===== config.mk =====
export PLATFORM = sky130hd
export DESIGN_NAME = lj_audio_frame
export DESIGN_NICKNAME = d
export VERILOG_FILES = /design/src/rtl/lj_audio_frame.sv
export SDC_FILE = /design/constraint.sdc
export NUM_CORES = 1
export LEC_CHECK = 0
export ABC_AREA = 1
export ABC_CLOCK_PERIOD_IN_PS = 2300
export BUFFER_PORTS_ARGS = -buffer_cell sky130_fd_sc_hd__buf_2
export CORE_ASPECT_RATIO = 0.6
export CORE_MARGIN = 2
export CORE_UTILIZATION = 53
export CTS_BUF_LIST = sky130_fd_sc_hd__clkbuf_4
export DETAILED_ROUTE_END_ITERATION = 16
export PLACE_DENSITY = 0.74
export SLEW_MARGIN = 20
export SYNTH_ARGS = -nofsm -noshare
export SYNTH_HDL_FRONTEND = slang
export SYNTH_SLANG_ARGS = --single-unit

===== constraint.sdc =====
create_clock -name clk -period 2.3 [get_ports clk]
set_input_delay 0.575 -clock clk [delete_from_list [all_inputs] [get_ports clk]]
set_output_delay 0.575 -clock clk [all_outputs]
set_load 0.05 [all_outputs]

===== src/rtl/lj_audio_frame.sv =====
module lj_audio_frame #(
  parameter int SAMPLE_W   = 16,
  parameter int FRAME_BITS = 128
) (
  input  logic                clk,
  input  logic                rst_n,
  input  logic                en,
  input  logic                tx_valid,
  output logic                tx_ready,
  input  logic [SAMPLE_W-1:0] tx_left,
  input  logic [SAMPLE_W-1:0] tx_right,
  output logic                tx_underflow,
  output logic                rx_valid,
  input  logic                rx_ready,
  output logic [SAMPLE_W-1:0] rx_left,
  output logic [SAMPLE_W-1:0] rx_right,
  output logic                rx_overflow,
  output logic                sclk,
  output logic                lrck,
  output logic                sdout,
  input  logic                sdin
);
  localparam int CW   = $clog2(FRAME_BITS);
  localparam int HW   = CW - 1;
  localparam int HALF = FRAME_BITS / 2;
  localparam int PW   = 2 * SAMPLE_W;
  localparam int IW   = $clog2(PW);

  logic          run, sclk_q, lrck_q, sdo_q, rxv_q;
  logic [CW-1:0] slot;
  logic [PW-1:0] txw, rxsh, rxpair;

  wire fall = run & sclk_q;
  wire rise = run & ~sclk_q;
  wire adv  = en & (~run | fall);

  wire [CW-1:0] nslot  = run ? slot + 1'b1 : '0;
  wire [HW-1:0] npos   = nslot[HW-1:0];
  wire          nright = nslot[CW-1];
  wire          ndata  = npos < HW'(SAMPLE_W);

  assign tx_ready     = adv & (nslot == '0);
  assign tx_underflow = tx_ready & ~tx_valid;

  wire [PW-1:0] tx_pair = tx_valid ? {tx_left, tx_right} : '0;
  wire [PW-1:0] nword   = tx_ready ? tx_pair : txw;
  wire [IW-1:0] nidx    = IW'((nright ? SAMPLE_W : PW) - 1 - int'(npos));

  wire rx_take = rise & (slot[HW-1:0] < HW'(SAMPLE_W));
  wire rx_last = rise & (slot == CW'(HALF + SAMPLE_W - 1));

  always_ff @(posedge clk or negedge rst_n) begin
    if (!rst_n) begin
      run    <= 1'b0;
      sclk_q <= 1'b0;
      lrck_q <= 1'b0;
      sdo_q  <= 1'b0;
      slot   <= '0;
      txw    <= '0;
      rxsh   <= '0;
      rxv_q  <= 1'b0;
      rxpair <= '0;
    end else if (!en) begin
      run    <= 1'b0;
      sclk_q <= 1'b0;
      lrck_q <= 1'b0;
      sdo_q  <= 1'b0;
      slot   <= '0;
      rxv_q  <= 1'b0;
    end else begin
      rxv_q <= rx_last;
      if (adv) begin
        run    <= 1'b1;
        sclk_q <= 1'b0;
        slot   <= nslot;
        lrck_q <= nright;
        sdo_q  <= ndata & nword[nidx];
        if (tx_ready) txw <= tx_pair;
      end else if (rise) begin
        sclk_q <= 1'b1;
        if (rx_take) rxsh <= {rxsh[PW-2:0], sdin};
      end
      if (rx_last) rxpair <= {rxsh[PW-2:0], sdin};
    end
  end

  assign sclk        = sclk_q;
  assign lrck        = lrck_q;
  assign sdout       = sdo_q;
  assign rx_valid    = rxv_q;
  assign rx_overflow = rxv_q & ~rx_ready;
  assign rx_left     = rxpair[PW-1:SAMPLE_W];
  assign rx_right    = rxpair[SAMPLE_W-1:0];
endmodule


==> metrics.md <==
| Metric | Value |
|---|---|
| RSZ-0062 raised after global routing | `yes` |
| EDFF count, synth | `0` |
| Critical Path Start Type | `flip-flop` |
| Synth async-reset ratio | `100%` |
| # H-tree levels | `3` |
| IO Port Bufs | `76` |
| Worst rel slew slack | `65.5%` |
| Synth area leader | `dfrtp_1` |
| Int Pwr | `2.55 mW` |
| GP Congestion | `0.880` |
| Syn Nets | `634` |
| Bufs on Longest Clock Path | `2` |
| Number of max-cap violations | `0` |
| Final Worst Setup Slack | `-0.315 ns` |
| Drt drc | `0` |
| Sw power | `1.21 mW` |
| Ratio of cells with drive above 1 in the final layout | `22.3%` |
| Reg power frac | `56.7%` |
| Hold Slack | `0.0641 ns` |
| Die X | `128 µm` |
| First-pass GRT wire length | `18.9 mm` |
| Site Rows | `26` |
| Root Buffer | `clkbuf_4` |
| Area delta synth->final | `19.3%` |
| Diode count | `0` |
| Distinct cells, synth | `27` |
| Leakage Power | `2.97 nW` |
| Skew-Pair Late Insertion Delay | `0.47 ns` |
| Fill count | `750` |
| Die area | `9970 µm²` |
| Crit share post-route | `114%` |
| Worst hold-check path type | `input pin to async pin` |
| Logic pwr share | `20.4%` |
| Final antenna-violating net count | `0` |
| Total power | `3.76 mW` |
| GRT Resource Usage Total | `24.1%` |
| Dpl ws | `-0.0764 ns` |
| Synth Cell Area | `4860 µm²` |
| Clock slew at reported path FFs | `0.16 ns` |
| Flop-to-flop setup slack | `-0.12 ns` |
| Post-synth top area share | `54.6%` |
| Worst Setup End Kind | `primary output` |
| Count of final setup violators | `3` |
| Wire per inst | `13.5 µm` |
| Sw frac | `32.1%` |
| Final net count | `730` |
| Required time worst endpoint | `1.73 ns` |
| Starting Density | `55.9%` |
| Most common flop cell mapped by yosys | `dfrtp_1` |
| Failing checks | `negative setup slack` |
| Max-slew violations | `0` |
| Vias | `4,064` |
| Aggregate global routing overflow | `0` |
| Top area cells in the synthesized netlist | `dfrtp_1 55%, nand2_1 15%, o21ai_0 6.7%` |
| TritonCTS Sinks | `106` |
| Hold buffer count at cts | `0` |
| Placed inst area | `5590 µm²` |
| Clock share of power | `22.8%` |
| YS warnings | `0` |
| First drt pass iteration count | `5` |
| Synthesized instance count | `595` |
| Status | `finished, violations left` |
| HPWL after detailed placement | `7.88 mm` |
| Max Fclk | `382 MHz` |
| Average vias per placed instance | `5.03` |
| DRT Wirelength | `10.9 mm` |
| Io pins | `77` |
| Worst vdd ir | `0.333 mV` |
| Worst Path Class, Setup | `flip-flop to primary output` |
| Max FO, Critical Path | `4` |
| Initial antenna violation count | `0` |
| Sequential fraction of the synthesis area | `54.6%` |
| Minimum clock period | `2.62 ns` |
| Largest net degree at the start of global routing | `63` |
| Final Hold Vio Count | `0` |
| Fin cells | `808` |
| Register bit total from synthesis | `106` |
| Cell with the most instances after synthesis | `nand2_1` |
| Cells after DPL | `788` |
| Die Y | `78.1 µm` |
| P per Cell Area | `649 nW/µm²` |
| Crit path DAT | `2.04 ns` |
| Core area | `8690 µm²` |
| CTS tree | `built` |
| Syn Area/Cell | `8.16 µm²` |
| Worst Tran Pin Value | `0.517 ns` |
| Worst Skew | `0.0148 ns` |
| Synth cell count leaders | `194 x nand2_1, 106 x dfrtp_1, 72 x inv_1` |
| Initial DRC count | `311` |
| Design area | `5790 µm²` |
| TritonCTS buffer count | `9` |
| Number of global-route vias before repair | `3,957` |
[worst max-delay path: stages (launching register included)]
cell     delay (ns)
dfrtp_1        0.45
ha_4           0.26
o21ai_4        0.15
nand2_2        0.07
nor2_2         0.10
nand2_2        0.09
nor2_8         0.13
nand2_8        0.08
nor2_4         0.09
buf_8          0.15
[layout by cell type, fill, tap and decap left out, drive strengths merged]
cell type,n
nor3,1
buf,111
and2,12
nand4,1
clkbuf,9
nand2,195
clkinvlp,3
nor4,1
o22ai,3
xor2,1
dfrtp,106
nand3,56
ha,1
inv,79
a21oi,2
nand3b,10
o21ai,69
nor2,33
clkinv,3
[timing repair]
item	CTS	global route
buffers inserted	4	0
cloned	0	0
pin swaps	6	4
gates resized for setup	10	5
endpoints found under the setup margin	3	3
[state kept, by name, indices dropped and copies added, names as in the netlist]
register  cells
slot          6
run           1
txw          32
rx_valid      1
sclk          1
lrck          1
sdout         1
rxsh         31
rxpair       32
[cells by family after synthesis]
| group | share of synthesized area, % |
|---|---|
| AND/OR/NAND/NOR | 28.4 |
| buffers and inverters | 8.79 |
| XOR/XNOR | 0.180 |
| flip-flops | 54.6 |
| AO/OA/AOI/OAI | 7.78 |
| adder cells (fa/ha/maj) | 0.258 |
[per-layer routing]
| layer | share of wire (%) | vias up | wire length [µm] | GRT usage (%) |
|---|---|---|---|---|
| met3 | 5.6 | 9 | 606 | 6.34 |
| met2 | 43 | 112 | 4660 | 35.6 |
| li1 | - | 2044 | - | - |
| met1 | 51 | 1899 | 5540 | 35.9 |
| met5 | 0 | - | 0 | 0 |
| met4 | 0.82 | 0 | 89 | 5.38 |
[metrics by stage]
| step | TNS, ns | utilization (%) |
|---|---|---|
| floorplan | -0.0178 | - |
| global placement | -0.0140 | 64.3 |
| detailed placement | -0.190 | 64.3 |
| CTS | -0.971 | 66.5 |
| global route | -1.24 | 66.7 |
| finish | -0.740 | 66.7 |
[cell type report]
type | count | area [µm²] | share of cell area (%)
multi-input combinational | 385 | 1840 | 31.8
clock buffer | 9 | 67.6 | 1.17
sequential | 106 | 2650 | 45.8
inverter | 78 | 295 | 5.10
clock inverter | 7 | 52.6 | 0.907
tap | 112 | 140 | 2.42
timing repair buffer | 111 | 741 | 12.8
[path summary, 6_finish.rpt]
kind	from	endpoint	depth (start not counted)
hold reg to reg	txw[7]	txw[7]	2
max in group asynchronous	rst_n	txw[26]	2
hold / removal	rst_n	txw[20]	1
setup / recovery	slot[0]	tx_underflow	9
min in group clk	en	run	1
setup reg to reg	slot[0]	sdout	18
[power groups by stage]
stage                     sequential [mW]  clock [mW]  combinational (mW)
after floorplan                      2.26           0               0.403
after global routing                 2.15       0.968               0.871
after detailed placement             2.17           0               0.750
after global placement               2.16           0               0.730
final                                2.13       0.858               0.768
after CTS                            2.13       0.897               0.770
(Power assumes the default switching activity.)
